[src/rtl/dbg_pkg.sv]
package dbg_pkg;

    typedef enum logic [2:0] {
        PH_WAIT    = 3'd0,
        PH_DEAD    = 3'd1,
        PH_CONFIRM = 3'd2,
        PH_ON      = 3'd3,
        PH_FAULT   = 3'd4
    } phase_e;

endpackage

[src/rtl/dbg_sync2.sv]
module dbg_sync2 #(
    parameter int W = 2
) (
    input  logic         clk,
    input  logic         rst,
    input  logic [W-1:0] async_i,
    output logic [W-1:0] sync_o
);

    typedef struct packed {
        logic [W-1:0] s1;
        logic [W-1:0] s2;
    } sync_t;

    sync_t st_d, st_q;

    always_comb begin
        st_d    = st_q;
        st_d.s1 = async_i;
        st_d.s2 = st_q.s1;
    end

    always_ff @(posedge clk) begin
        if (rst) begin
            st_q <= '0;
        end else begin
            st_q <= st_d;
        end
    end

    assign sync_o = st_q.s2;

endmodule

[src/rtl/dbg_interlock.sv]
module dbg_interlock (
    input  logic req_hi,
    input  logic req_lo,
    input  logic hi_off,
    input  logic lo_off,
    output logic hi_ok,
    output logic lo_ok
);

    logic block_hi;
    logic block_lo;

    // NAND of (opposite confirmed off, opposite not requested) gives a block term;
    // NOR of block term and inverted request yields the permitted enable.
    always_comb begin
        block_hi = ~(lo_off & ~req_lo);
        block_lo = ~(hi_off & ~req_hi);
        hi_ok    = ~(block_hi | ~req_hi);
        lo_ok    = ~(block_lo | ~req_lo);
    end

endmodule

[src/rtl/deadband_gate_ctrl.sv]
module deadband_gate_ctrl #(
    parameter int CLK_PERIOD_PS = 10000,
    parameter int DEAD_NS       = 20,
    parameter int TIMEOUT_CYC   = 64
) (
    input  logic clk,
    input  logic rst,
    input  logic pwm_in,
    input  logic hi_fb,
    input  logic lo_fb,
    output logic hi_gate_n,
    output logic lo_gate,
    output logic fault
);
    import dbg_pkg::*;

    localparam int DEAD_RAW = (DEAD_NS * 1000 + CLK_PERIOD_PS - 1) / CLK_PERIOD_PS;
    localparam int DEAD_CYC = (DEAD_RAW < 1) ? 1 : DEAD_RAW;
    localparam int TO_CYC   = (TIMEOUT_CYC < 1) ? 1 : TIMEOUT_CYC;
    localparam int CW       = $clog2(DEAD_CYC + 1);
    localparam int TW       = $clog2(TO_CYC + 1);
    localparam logic [CW-1:0] DEAD_LOAD = CW'(DEAD_CYC - 1);
    localparam logic [TW-1:0] TO_LAST   = TW'(TO_CYC - 1);

    typedef struct packed {
        phase_e          phase;
        logic            pwm;
        logic            side_hi;
        logic [CW-1:0]   cnt;
        logic [TW-1:0]   wcnt;
        logic            hi_en;
        logic            lo_en;
    } ctl_t;

    ctl_t st_d, st_q;

    logic [1:0] fb_sync;
    logic       hi_off;
    logic       lo_off;
    logic       opp_off;
    logic       pwm_edge;
    logic       req_hi;
    logic       req_lo;
    logic       hi_ok;
    logic       lo_ok;

    dbg_sync2 #(.W(2)) u_fb_sync (
        .clk     (clk),
        .rst     (rst),
        .async_i ({hi_fb, lo_fb}),
        .sync_o  (fb_sync)
    );

    assign hi_off = ~fb_sync[1];
    assign lo_off = ~fb_sync[0];

    always_comb begin
        st_d     = st_q;
        st_d.pwm = pwm_in;
        pwm_edge = (pwm_in != st_q.pwm);
        opp_off  = st_q.side_hi ? lo_off : hi_off;

        if (st_q.phase == PH_FAULT) begin
            st_d.phase = PH_FAULT;
        end else if (pwm_edge) begin
            st_d.phase   = PH_DEAD;
            st_d.side_hi = pwm_in;
            st_d.cnt     = DEAD_LOAD;
            st_d.wcnt    = '0;
        end else begin
            unique case (st_q.phase)
                PH_DEAD: begin
                    if (st_q.cnt != '0) begin
                        st_d.cnt = st_q.cnt - 1'b1;
                    end else if (opp_off) begin
                        st_d.phase = PH_ON;
                    end else if (st_q.wcnt == TO_LAST) begin
                        st_d.phase = PH_FAULT;
                    end else begin
                        st_d.phase = PH_CONFIRM;
                        st_d.wcnt  = st_q.wcnt + 1'b1;
                    end
                end
                PH_CONFIRM: begin
                    if (opp_off) begin
                        st_d.phase = PH_ON;
                    end else if (st_q.wcnt == TO_LAST) begin
                        st_d.phase = PH_FAULT;
                    end else begin
                        st_d.wcnt = st_q.wcnt + 1'b1;
                    end
                end
                default: begin
                    st_d.phase = st_q.phase;
                end
            endcase
        end

        req_hi = (st_d.phase == PH_ON) &&  st_d.side_hi;
        req_lo = (st_d.phase == PH_ON) && !st_d.side_hi;
    end

    dbg_interlock u_interlock (
        .req_hi (req_hi),
        .req_lo (req_lo),
        .hi_off (hi_off),
        .lo_off (lo_off),
        .hi_ok  (hi_ok),
        .lo_ok  (lo_ok)
    );

    ctl_t st_n;
    always_comb begin
        st_n       = st_d;
        st_n.hi_en = hi_ok;
        st_n.lo_en = lo_ok;
    end

    always_ff @(posedge clk) begin
        if (rst) begin
            st_q         <= '0;
            st_q.phase   <= PH_WAIT;
            st_q.pwm     <= pwm_in;
        end else begin
            st_q <= st_n;
        end
    end

    assign hi_gate_n = ~st_q.hi_en;
    assign lo_gate   = st_q.lo_en;
    assign fault     = (st_q.phase == PH_FAULT);

endmodule

[config.mk]
export PLATFORM = sky130hd
export DESIGN_NAME = deadband_gate_ctrl
export DESIGN_NICKNAME = d
export VERILOG_FILES = /design/src/rtl/dbg_pkg.sv /design/src/rtl/dbg_sync2.sv /design/src/rtl/dbg_interlock.sv /design/src/rtl/deadband_gate_ctrl.sv
export SDC_FILE = /design/constraint.sdc
export NUM_CORES = 1
export LEC_CHECK = 0
export ABC_CLOCK_PERIOD_IN_PS = 1860
export BUFFER_PORTS_ARGS = -buffer_cell sky130_fd_sc_hd__buf_2
export CORE_ASPECT_RATIO = 1.2
export CORE_MARGIN = 2
export CORE_UTILIZATION = 50
export DETAILED_ROUTE_END_ITERATION = 12
export GPL_ROUTABILITY_DRIVEN = 0
export GPL_TIMING_DRIVEN = 0
export HOLD_SLACK_MARGIN = 0.1
export PLACE_DENSITY = 0.8
export SKIP_CTS_REPAIR_TIMING = 1
export SLEW_MARGIN = 10
export SYNTH_ARGS = -nofsm -noshare
export SYNTH_HDL_FRONTEND = slang
export SYNTH_SLANG_ARGS = --single-unit
export TNS_END_PERCENT = 5
[constraint.sdc]
create_clock -name clk -period 1.86 [get_ports clk]
set_input_delay 0.186 -clock clk [delete_from_list [all_inputs] [get_ports clk]]
set_output_delay 0.186 -clock clk [all_outputs]
set_load 0.05 [all_outputs]
Yosys cells after proc, flatten, opt, wreduce, memory -nomap -nowiden
Cells that the tools add are included.
- bitwise operators: 14
- equal/unequal tests: 7
- muxes and demuxes: 18
- add/sub/neg operators: 2
- reductions and logical operators: 9
- operators by type and width (cell ; number):
    $mux 3 ; 7
    $mux 7 ; 3
    $pmux 7 s2 ; 1
    $mux 10 ; 1
    $not 1->1 ; 10
    $mux 9 ; 1
    $add 7x1->7 const B ; 1
    $eq 7x6->1 const B ; 1
    $eq 3x2->1 const B ; 2
    $pmux 3 s2 ; 1
    $reduce_and 3->1 ; 2
    $reduce_bool 2->1 ; 3
    $mux 2 ; 2
    $eq 3x1->1 const B ; 1
    $eq 3x3->1 const B ; 1
    $ne 3x3->1 const B ; 1
    $reduce_bool 3->1 ; 1
    $and 1x1->1 ; 2
    $logic_and 1x1->1 ; 2
    $mux 1 ; 2
    $or 1x1->1 ; 2
    $sub 2x1->2 const B ; 1
    $logic_not 1->1 ; 1
    $ne 1x1->1 ; 1
- register bits after elaboration: 20
- output and inout bits: 3
- word-level logic and storage cells: 59
- input bits: 5

Depth between registers and ports, before layout
- depth after elaboration: 14
- gate-level depth with buffers: 6
- mapped depth without buffers: 6

Hierarchy
Synthesis repeated with hierarchy kept, for this count alone.
- cell total of the unflattened synthesis: 116
- area total of the unflattened synthesis: 1064.8 um^2
- modules (own cells, without submodules) (module ; sequential area each (um^2) ; instances ; area an instance (um^2) ; cells each):
    deadband_gate_ctrl ; 320.3 ; 1 ; 942.2 ; 106
    dbg_sync2 ; 80.1 ; 1 ; 105.1 ; 8
    dbg_interlock ; 0.0 ; 1 ; 17.5 ; 2

Worst setup path after synthesis
Ideal clock, no wire load.
- kind: register to register
- start: register st_q[14] (netlist name)
- end: register st_q (netlist bit st_d[1])
- clock period less this slack: 1.584 ns
- required time: 1.780 ns
- arrival time: 1.504 ns
- buffers on the path: 0
- library setup time: 0.080 ns
- slack: 0.276 ns
- stages on the path, launching flop included: 6
- path through: dfxtp_1 -> or3b_1 -> inv_1 -> o21ai_0 -> o21ai_0 -> nor3b_1
- elaborated cells on any way between the ends: 20
- those cells by class: eq/ne: 4; mux: 7; bitwise: 6; reduce/logical: 3
- RTL lines (element ; RTL line ; text):
    from (decl) ; deadband_gate_ctrl.sv:35 ; ctl_t st_d, st_q;
    from (signal assigned) ; deadband_gate_ctrl.sv:125 ; st_q <= st_n;
    $eq 3x3->1 (*) ; - ;
    named net fault ; deadband_gate_ctrl.sv:13 ; output logic fault
    $mux 3 / $mux 10 (equally long branches) ; deadband_gate_ctrl.sv:63 ; if (st_q.phase == PH_FAULT) begin
    $eq 3x2->1 / $logic_not 1->1 (equally long branches) ; deadband_gate_ctrl.sv:99, deadband_gate_ctrl.sv:100 ;
    $logic_and 1x1->1 ; deadband_gate_ctrl.sv:100 ; req_lo = (st_d.phase == PH_ON) && !st_d.side_hi;
    $not 1->1 ; dbg_interlock.sv:16 ; block_hi = ~(lo_off & ~req_lo);
    $and 1x1->1 ; dbg_interlock.sv:16 ;
    $not 1->1 ; dbg_interlock.sv:16 ;
    $or 1x1->1 (*) ; dbg_interlock.sv:18 ; hi_ok = ~(block_hi | ~req_hi);
    $not 1->1 (*) ; dbg_interlock.sv:18 ;
Mark *: on every way through the listed nets, which the timed path passes. The rest lies on a longest branch.
A chain may end at the register's enable or synchronous reset.

Worst setup path after layout
- start: register st_q[14] (netlist name)
- end: output port fault
- longest elaborated chain between the ends: 1
- ends and longest elaborated chain (element ; RTL line ; text):
    $eq 3x3->1 ; deadband_gate_ctrl.sv:131 ; assign fault = (st_q.phase == PH_FAULT);
    to (decl) ; deadband_gate_ctrl.sv:13 ;
No other way between the ends.

==> flow_summary.yaml <==
setup_path:
  slowest_stage: "or3b_1"
  cp_max_fo: 9
  critPathMaxStageDelay_ps: 440
  cp-end-kind: "primary output"
  required_ps: 1670
  crit-reg2reg-launch: "st_q[9]"
  criticalPathCategory: "reg2out"
  ff2ff_path_depth: 6
  cpLargestDelayFamily: "simple AND/OR/NAND/NOR gates"
  crit_chain: "or3b_1 > inv_1 > buf_2"
  start_kind: "flip-flop"
  path_buf_inv: 2
  worstPathArrival_ps: 1530
  rrSetupSlack_ps: 150
  timing.rr.end: "st_q[6]"
route:
  routed_wl_um: 2240
  vias: 915
  ant_nets: 0
  wl_per_cell_um: 15.1
  drc: 0
  drtPass1Iterations: 4
  first_iter_violations: 24
  vias_per_cell: 6.18
cts:
  cts.clk_slew.worst_paths_ps: 110
  root_buffer: "clkbuf_4"
  cts_max_level: 1
  cts_tree: "done"
  cts_sinks: 20
  clock_latency_ps: 310
  numCtsBuffers: 3
  cts_buffer_depth: 2
floorplan:
  core-area_um2: 1870
  ioPinCount: 8
  start_util_pct: 54.3
  dieArea_um2: 2410
  die_w_um: 45.2
  die_height_um: 53.4
  std_cell_rows: 17
sta:
  hold_ws_ps: 101
  slew_headroom_pct: 61.4
  clock_skew_ps: 3.62
  fin_crit_sh_pct: 92.2
  final-setup-viol-count: 0
  rsz0062_at_grt: "true"
  hold_viol: 0
  slew_violations: 0
  worstMarginPinSlew_ps: 579
  period_minus_slack_ps: 1720
  max_freq_mhz: 583
grt:
  grt_max_degree: 12
  grt_pass1_wl_um: 3710
  grt_overflow: 0
  grt_usage_pct: 21.5
  antenna_found_initial: 0
  first_global_vias: 882
pwr:
  ir_drop_mv: 0.524
  finalPower_mw: 0.844
  power_density_nw_per_um2: 752
  leakage_nw: 0.404
synthesis:
  async_flop_share_pct: 0
  synth.top_cell.area_share_pct: 39.4
  synth_nets: 124
  ys_seq_area_share_pct: 39.4
  synth_edf_count: 0
  yosysWarnings: 0
  synth-seq-cells: 20
  avgSynthCellArea_um2: 8.69
  syn_inst: 117
  synth_cell_type_count: 38
  synthTopCellsByArea: "dfxtp_1, nand2b_1, o21ai_0"
  syn_area_um2: 1020
  yosysTopAreaCell: "dfxtp_1"
  synth_ff_type: "dfxtp_1"
status:
  status: "complete, no violations"
layout:
  final-seq-area_um2: 400
  fin_nets: 137
  finish.utilization_pct: 60.0
  final_common_cell: "dfxtp_1"
  post_route_cells_drive_above_1_share_pct: 13.2
  diodes: 0
  fillerInstances: 182
  multi_input_area_um2: 578
  final_cell_mix: "dfxtp_1, nand2b_1, buf_2"
  area_growth_pct: 10.3
hold_path:
  min_path_cells: 2
  hp-start: "lo_fb"
  hold_path.class: "in2reg"
  hold_end: "u_fb_sync.st_d[0]"
placed_design:
  port_buffers: 7
  hpwlAfterDp_um: 1710
flow_run:
  cap_violations: 0
## power by group
group | internal (mW) | switching [mW]
clock | 0.120 | 0.138
sequential | 0.443 | 0.0115
combinational | 0.0543 | 0.0770
## layer usage
metal,global-route usage [%],share of wire [%],vias to the layer above
li1,-,-,442
met1,22.8,39,431
met2,38.1,52,35
met3,3.41,5.1,7
met4,13.7,3.0,0
met5,0,0,-
## synthesized netlist by cell type (all sizes together) (3+ instances only)
cell type and count:
nor3 4, a22oi 3, dfxtp 20, mux2i 3, nand2b 11, a21oi 6, o21ai 7, inv 7
nor2b 5, nor2 7, a211oi 3, nand2 6, o21a 4
## state kept, by name (all words and copies together) (netlist names)
name and flops:
lo_gate 1, u_fb_sync.sync_o 2, st_d 1, u_fb_sync.st_d 2, st_q 14
## layout make-up
cell class	instances	share of cell area, %
Clock buffer	4	3.23
Buffer	3	1.11
Tap cell	19	2.12
Sequential cell	20	35.7
Multi-Input combinational cell	87	51.5
Timing Repair Buffer	8	4.01
Inverter	7	2.34
## per-stage QoR
step / instances / setup slack (ps) / cell area [µm²] / setup TNS (ps)
floorplan: 117 / 276 / 1020 / 0
global placement: 143 / 282 / 1080 / 0
detailed placement: 143 / 193 / 1080 / 0
CTS: 147 / 145 / 1110 / 0
global route: 148 / -6.10 / 1120 / -6.10
finish: 148 / 144 / 1120 / 0
## cells by family (layout without fill, tap and decap cells)
family	Yosys count	in the layout	synth area share, %
and+or+nand+nor	48	48	26.6
AOI/OAI and AO/OA	32	32	22.1
DFF	20	20	39.4
buffers and inverters	10	22	3.81
muxes	4	4	4.06
adders and majority gates	2	2	2.46
xor gates and xnor gates	1	1	1.60
## worst max-delay path by stage
stage,start,to,slack (ps),cells past startpoint
after global placement,st_q[12],st_q[3],280,4
final,st_q[14],fault,140,3
after detailed placement,st_q[12],st_q[3],190,4
after floorplan,st_q[14],st_d[1],280,5
after global routing,st_q[9],st_q[6],-6,6
after CTS,st_q[14],fault,150,3
No activity file was read; power rests on OpenSTA's default activity.
